$ cat src/rtl/zcg_pkg.sv
package zcg_pkg;

  // strobes from control to datapath, one set per channel
  typedef struct packed {
    logic applyNew;   // take input code directly into active register
    logic loadPend;   // capture input code into pending register
    logic applyPend;  // move pending register into active register
  } zcg_strobe_t;

endpackage

$ cat src/rtl/zcg_ctrl.sv
module zcg_ctrl
  import zcg_pkg::*;
#(
  parameter int NUM_CH         = 2,
  parameter int ZC_NEEDED      = 2,
  parameter int TIMEOUT_CYCLES = 1800000
) (
  input  logic                      clk,
  input  logic                      rstN,
  input  logic                      latchStb,
  input  logic                      zcEnable,
  input  logic [NUM_CH-1:0]         zcPulse,
  output zcg_strobe_t [NUM_CH-1:0]  strobes,
  output logic [NUM_CH-1:0]         pending
);

  localparam int ZC_W  = (ZC_NEEDED > 1) ? $clog2(ZC_NEEDED) : 1;
  localparam int TMR_W = $clog2(TIMEOUT_CYCLES + 1);
  localparam logic [ZC_W-1:0]  ZC_LAST  = ZC_W'(ZC_NEEDED - 1);
  localparam logic [TMR_W-1:0] TMR_LAST = TMR_W'(TIMEOUT_CYCLES - 1);

  for (genvar ch = 0; ch < NUM_CH; ch++) begin : gChan
    logic             pendQ;
    logic [ZC_W-1:0]  zcCnt;
    logic [TMR_W-1:0] tmr;
    logic             zcDone;
    logic             tmrDone;
    logic             applyNow;
    zcg_strobe_t      st;

    assign zcDone   = zcPulse[ch] && (zcCnt == ZC_LAST);
    assign tmrDone  = (tmr == TMR_LAST);
    // a fresh latch always wins over completion of the older update
    assign applyNow = pendQ && !latchStb && (!zcEnable || zcDone || tmrDone);

    always_comb begin
      st.applyNew  = latchStb && !zcEnable;
      st.loadPend  = latchStb && zcEnable;
      st.applyPend = applyNow;
    end

    assign strobes[ch] = st;
    assign pending[ch] = pendQ;

    always_ff @(posedge clk) begin
      if (!rstN) begin
        pendQ <= 1'b0;
        zcCnt <= '0;
        tmr   <= '0;
      end else if (latchStb) begin
        pendQ <= zcEnable;
        zcCnt <= '0;
        tmr   <= '0;
      end else if (applyNow) begin
        pendQ <= 1'b0;
        zcCnt <= '0;
        tmr   <= '0;
      end else if (pendQ) begin
        tmr <= tmr + 1'b1;
        if (zcPulse[ch]) zcCnt <= zcCnt + 1'b1;
      end
    end
  end

endmodule

$ cat src/rtl/zcg_datapath.sv
module zcg_datapath
  import zcg_pkg::*;
#(
  parameter int NUM_CH     = 2,
  parameter int CODE_W     = 8,
  parameter int UNITY_CODE = 192
) (
  input  logic                                clk,
  input  logic                                rstN,
  input  logic [NUM_CH-1:0][CODE_W-1:0]       newCode,
  input  zcg_strobe_t [NUM_CH-1:0]            strobes,
  output logic [NUM_CH-1:0][CODE_W-1:0]       actCode,
  output logic [NUM_CH-1:0][CODE_W:0]         gain,
  output logic [NUM_CH-1:0]                   mute
);

  localparam int GAIN_W = CODE_W + 1;
  localparam logic signed [GAIN_W-1:0] UNITY = GAIN_W'(UNITY_CODE);

  for (genvar ch = 0; ch < NUM_CH; ch++) begin : gChan
    logic [CODE_W-1:0] pendCode;
    logic [CODE_W-1:0] actQ;

    always_ff @(posedge clk) begin
      if (!rstN) begin
        pendCode <= '0;
        actQ     <= '0;
      end else begin
        if (strobes[ch].loadPend)  pendCode <= newCode[ch];
        if (strobes[ch].applyNew)  actQ     <= newCode[ch];
        else if (strobes[ch].applyPend) actQ <= pendCode;
      end
    end

    assign actCode[ch] = actQ;
    assign gain[ch]    = $signed({1'b0, actQ}) - UNITY;
    assign mute[ch]    = (actQ == '0);
  end

endmodule

$ cat src/rtl/zc_gain_updater.sv
module zc_gain_updater
  import zcg_pkg::*;
#(
  parameter int CODE_W      = 8,
  parameter int CLK_FREQ_HZ = 100000000,
  parameter int TIMEOUT_MS  = 18,
  parameter int ZC_NEEDED   = 2
) (
  input  logic              clk,
  input  logic              rstN,
  input  logic              latchStb,
  input  logic [CODE_W-1:0] leftCodeIn,
  input  logic [CODE_W-1:0] rightCodeIn,
  input  logic              zcLeft,
  input  logic              zcRight,
  input  logic              zcEnable,
  output logic [CODE_W-1:0] leftCode,
  output logic [CODE_W-1:0] rightCode,
  output logic              leftMute,
  output logic              rightMute,
  output logic [CODE_W:0]   leftGain,
  output logic [CODE_W:0]   rightGain,
  output logic              leftPending,
  output logic              rightPending
);

  localparam int NUM_CH         = 2;
  localparam int TIMEOUT_CYCLES = (CLK_FREQ_HZ / 1000) * TIMEOUT_MS;

  zcg_strobe_t [NUM_CH-1:0]        strobes;
  logic [NUM_CH-1:0]               pending;
  logic [NUM_CH-1:0][CODE_W-1:0]   actCode;
  logic [NUM_CH-1:0][CODE_W:0]     gain;
  logic [NUM_CH-1:0]               mute;

  // channel 0 is left, channel 1 is right
  zcg_ctrl #(
    .NUM_CH(NUM_CH), .ZC_NEEDED(ZC_NEEDED), .TIMEOUT_CYCLES(TIMEOUT_CYCLES)
  ) uCtrl (
    .clk(clk), .rstN(rstN), .latchStb(latchStb), .zcEnable(zcEnable),
    .zcPulse({zcRight, zcLeft}), .strobes(strobes), .pending(pending)
  );

  zcg_datapath #(
    .NUM_CH(NUM_CH), .CODE_W(CODE_W), .UNITY_CODE(192)
  ) uData (
    .clk(clk), .rstN(rstN), .newCode({rightCodeIn, leftCodeIn}),
    .strobes(strobes), .actCode(actCode), .gain(gain), .mute(mute)
  );

  assign leftCode     = actCode[0];
  assign rightCode    = actCode[1];
  assign leftGain     = gain[0];
  assign rightGain    = gain[1];
  assign leftMute     = mute[0];
  assign rightMute    = mute[1];
  assign leftPending  = pending[0];
  assign rightPending = pending[1];

endmodule

$ cat config.mk
export PLATFORM = sky130hd
export DESIGN_NAME = zc_gain_updater
export DESIGN_NICKNAME = d
export VERILOG_FILES = /design/src/rtl/zcg_pkg.sv /design/src/rtl/zcg_ctrl.sv /design/src/rtl/zcg_datapath.sv /design/src/rtl/zc_gain_updater.sv
export SDC_FILE = /design/constraint.sdc
export NUM_CORES = 1
export LEC_CHECK = 0
export ABC_AREA = 0
export BUFFER_PORTS_ARGS = -buffer_cell sky130_fd_sc_hd__buf_2
export CORE_MARGIN = 2
export CORE_UTILIZATION = 30
export DETAILED_ROUTE_END_ITERATION = 10
export GPL_TIMING_DRIVEN = 0
export SYNTH_ARGS = -nofsm -noshare
export SYNTH_HDL_FRONTEND = slang
export SYNTH_SLANG_ARGS = --single-unit
$ cat constraint.sdc
create_clock -name clk -period 2.98 [get_ports clk]
set_clock_uncertainty 0.2 [all_clocks]
set_input_delay 0.596 -clock clk [delete_from_list [all_inputs] [get_ports clk]]
set_output_delay 0.596 -clock clk [all_outputs]
set_load 0.05 [all_outputs]
==> flow_results.org <==
** Clock tree
- In this run the clock root is driven by a sky130_fd_sc_hd__clkbuf_16.
- Register clock-pin slew on the reported worst setup and hold paths :: 0.06 ns
- No sink is reached through more buffers than the 2 on the longest clock path.
- CTS built an H-tree with a depth of 3.
- Post-CTS timing repair inserted 0 buffers for setup.
- Later-pin clock latency in the skew report :: 0.33 ns
- Number of cells upsized or downsized after cts :: 0
- TritonCTS built the clock tree.
- Counting every sink on the clock net gives 78.
- TritonCTS Buffers :: 9
- In this run, post-CTS hold repair placed 0 buffers.

** Min path
- Path category of the worst min-delay check :: flip-flop to flip-flop

** Placement
- In this run, placement finished with an instance count of 672.
- Summed over all nets, the half-perimeter wirelength after detailed placement is 6.27 mm.
- At the placement stage, the worst setup path has a slack of 0.474 ns.
- Area after DPL :: 4300 µm²
- Routability-driven placement congestion ratio :: 0.812
- Port-buffer cells :: 58

** Pwr
- Sum of internal, switching and leakage power :: 2.45 mW
- Maximum vdd drop :: 0.000262 V
- Cell Int Power :: 1.76 mW
- Part of the total power dissipated in sequential elements :: 45.2%
- In this run the power density over the cells is 538 nW/µm².
- Cell leakage power :: 1.67 nW
- Of the total power, the share spent switching nets is 28.1%.
- The clock network is responsible for 39.7% of the overall power.
- Portion of total power attributed to combinational logic :: 15.1%
- Switching pwr :: 0.688 mW

** Synthesis
- Post-Syn Area :: 3760 µm²
- For this run, the leading register cell type out of synthesis is sky130_fd_sc_hd__dfxtp_1.
- Mean instance size in the synthesized netlist :: 8.42 µm²
- After synthesis the netlist holds a flip-flop and latch count of 78.
- During synthesis, Yosys emitted a total of 0 warnings.
- Sequential cells were found to cover 41.6% of the synthesized design area.
- The synthesized design contains 0 enable-type register cells.
- Distinct cell type count of the synthesized netlist :: 41
- After technology mapping, the gate count stands at 446.
- Share of synthesized flip-flops with an asynchronous set or reset :: 0%
- Number of nets in the synthesized netlist :: 474

** STA
- Post-route setup slack :: 0.141 ns
- Slew Limit Headroom :: 51.6%
- Adding up every negative setup slack in the final design gives 0 ns.
- Unrepaired setup endpoints after global routing :: no
- Derived from the worst setup path, the maximum achievable clock frequency is 352 MHz.
- The worst path uses 95.3% of the clock period.
- For the pin with the worst max-slew slack, the measured transition is 0.719 ns.
- Final number of max-transition violations :: 0
- The clock period could shrink to 2.84 ns.
- The final number of hold-violating endpoints is 0.
- Setup violations remaining at the end of the flow were counted as 0.

** Status
- Result of the run :: completed

** Global route
- Largest net degree at the start of global routing :: 12
- Global routing finished with a remaining overflow of 0.
- The number of global-route vias before repair was 3076.
- The number of antenna violations at the first check in global routing came to 0.
- First-pass GRT wire length :: 14.5 mm
- For this run, the total global-route usage over all layers was measured as 13.4%.

** Floorplanning
- Die width :: 116 µm
- The region available for standard cell placement spans 12100 µm².
- After floorplanning, the core was divided into 40 placement rows.
- The die covers 13400 µm².
- 60 I/O pins were placed.
- Starting Density :: 31.0%
- In this run the vertical extent of the chip is 116 µm.

** Setup path
- The setup check on the worst reg-to-reg path leaves a slack of 0.48 ns.
- STA classifies the critical path startpoint as a flip-flop.
- At the worst endpoint, the required time is 2.18 ns.
- At the worst endpoint, the arrival time is 2.04 ns.
- Critical Setup Path Class :: flip-flop to primary output
- Largest driver fanout on the critical path :: 4
- Element type at the critical path end :: primary output

** Route
- The detailed router placed 3217 vias in this run.
- The first detailed-routing pass ran for 4 iterations.
- Dividing the detail-routed via count by the number of cells gives 4.69.
- After the first detailed-routing iteration, the DRC count stood at 162.
- DRC violation count after routing :: 0
- Number of antenna-violating nets in the routed design :: 0
- The final layout contains routed wiring with a total length of 8.68 mm.
- Wire length per cell after detailed routing :: 12.7 µm

** Run
- Maximum Capacitance Violations :: 0

** Finish
- Total non-filler cell area in the finished layout :: 4550 µm²
- Most common cell after layout, fill and taps aside :: sky130_fd_sc_hd__dfxtp_1
- Final instance count without filler cells :: 686
- Number of nets in the final layout :: 543
- The number of antenna diodes in the final layout is 0.
- Fill cells in the final layout number 1286.
- Of the cells placed in the final design, the portion with a size suffix greater than 1 is 19.5%.
- The top cell types in the final layout, fill and taps aside, are 76 x sky130_fd_sc_hd__dfxtp_1, 65 x sky130_fd_sc_hd__nor2_1, 61 x sky130_fd_sc_hd__buf_2.
- From synthesis to final layout, the design area changed by 21.2%.
[cells in the mapped netlist, types with 3 or more instances]
library cell               count  area share (%)
sky130_fd_sc_hd__dfxtp_1      78              42
sky130_fd_sc_hd__nor2_1       65             6.5
sky130_fd_sc_hd__nand2_1      55             5.5
sky130_fd_sc_hd__a21oi_1      22             2.9
sky130_fd_sc_hd__xnor2_1      22             5.1
sky130_fd_sc_hd__a21boi_0     19             3.8
sky130_fd_sc_hd__xor2_1       17             4.0
sky130_fd_sc_hd__clkbuf_1     14             1.4
sky130_fd_sc_hd__nand3_1      14             1.9
sky130_fd_sc_hd__buf_4        13             2.6
sky130_fd_sc_hd__inv_1        10             1.0
sky130_fd_sc_hd__nand4_1      10             1.7
sky130_fd_sc_hd__nor3_1       10             1.3
sky130_fd_sc_hd__mux2i_1       9             2.4
sky130_fd_sc_hd__nor4_1        9             1.5
sky130_fd_sc_hd__o21a_1        9             1.8
sky130_fd_sc_hd__o21ai_0       9             1.2
sky130_fd_sc_hd__a22oi_1       8             1.6
sky130_fd_sc_hd__a32o_1        8             2.1
sky130_fd_sc_hd__nand2b_1      8             1.3
sky130_fd_sc_hd__ha_1          6             2.0
sky130_fd_sc_hd__nand4b_1      4            0.93
sky130_fd_sc_hd__buf_2         3            0.40
[state kept, by name, indices dropped and copies added (netlist names)]
register	flops
uCtrl.gChan.pendQ	2
uCtrl.gChan.tmr	42
uCtrl.gChan.zcCnt	2
uData.gChan.actQ	16
uData.gChan.pendCode	16
[final timing paths]
kind                                                  from                    endpoint  depth (start not counted)
worst max-delay path                uData.gChan[1].actQ[6]                   rightMute                          5
worst min register to register  uData.gChan[1].pendCode[1]  uData.gChan[1].pendCode[1]                          2
worst max register to register       uCtrl.gChan[0].tmr[0]      uCtrl.gChan[0].tmr[19]                          7
worst min-delay path            uData.gChan[1].pendCode[1]  uData.gChan[1].pendCode[1]                          2
[critical path, stage by stage (launching register included)]
cell and delay (ns):
sky130_fd_sc_hd__dfxtp_2 0.34, sky130_fd_sc_hd__clkinvlp_4 0.07, sky130_fd_sc_hd__ha_1 0.15, sky130_fd_sc_hd__or4b_2 0.63, sky130_fd_sc_hd__nor4_4 0.22, sky130_fd_sc_hd__buf_2 0.30
[metrics by stage]
step / utilization, % / hold WS [ns]
after global routing: 37.6 / 0.295
after CTS: 37.6 / 0.268
after detailed placement: 35.5 / 0.260
after floorplan: - / 0.243
after global placement: 35.5 / 0.252
final: 37.6 / 0.262
[cell type report]
cell class | instances | area, µm² | area share, %
plain buffers | 32 | 180 | 3.96
clock buffers | 12 | 246 | 5.41
clock inverters | 2 | 10.0 | 0.220
inverters | 10 | 45.0 | 0.989
multi-input cells | 326 | 2010 | 44.1
flip-flops and latches | 78 | 1560 | 34.4
well taps | 168 | 210 | 4.62
repair buffers | 58 | 290 | 6.38
[power by group through the flow]
| stage | combinational (mW) | sequential (mW) | clock, mW |
|---|---|---|---|
| 5_1_grt | 0.398 | 1.11 | 1.05 |
| 6_report | 0.370 | 1.11 | 0.973 |
| 2_1_floorplan | 0.222 | 1.19 | 0 |
| 3_3_place_gp | 0.369 | 1.13 | 0 |
| 3_5_place_dp | 0.373 | 1.13 | 0 |
| 4_1_cts | 0.374 | 1.11 | 0.996 |
[kinds of logic (layout without fill, tap and decap cells)]
family	count (synthesis)	in the layout	synth area share (%)
AO/OA/AOI/OAI	77	77	14.3
buffers and inverters	42	114	5.80
flip-flops	78	78	41.6
multiplexers	9	9	2.40
AND/OR/NAND/NOR	195	195	24.9
XOR/XNOR	39	39	9.09
adder cells (fa/ha/maj)	6	6	2.00
[routing by layer]
| layer | GRT usage (%) | vias to the layer above | wire length [µm] |
|---|---|---|---|
| met2 | 21.6 | 43 | 4140 |
| met4 | 3.89 | 0 | 76 |
| met5 | 0 | - | 0 |
| met3 | 2.72 | 6 | 275 |
| li1 | - | 1659 | - |
| met1 | 18.2 | 1509 | 4190 |
No activity file was read; power rests on OpenSTA's default activity.
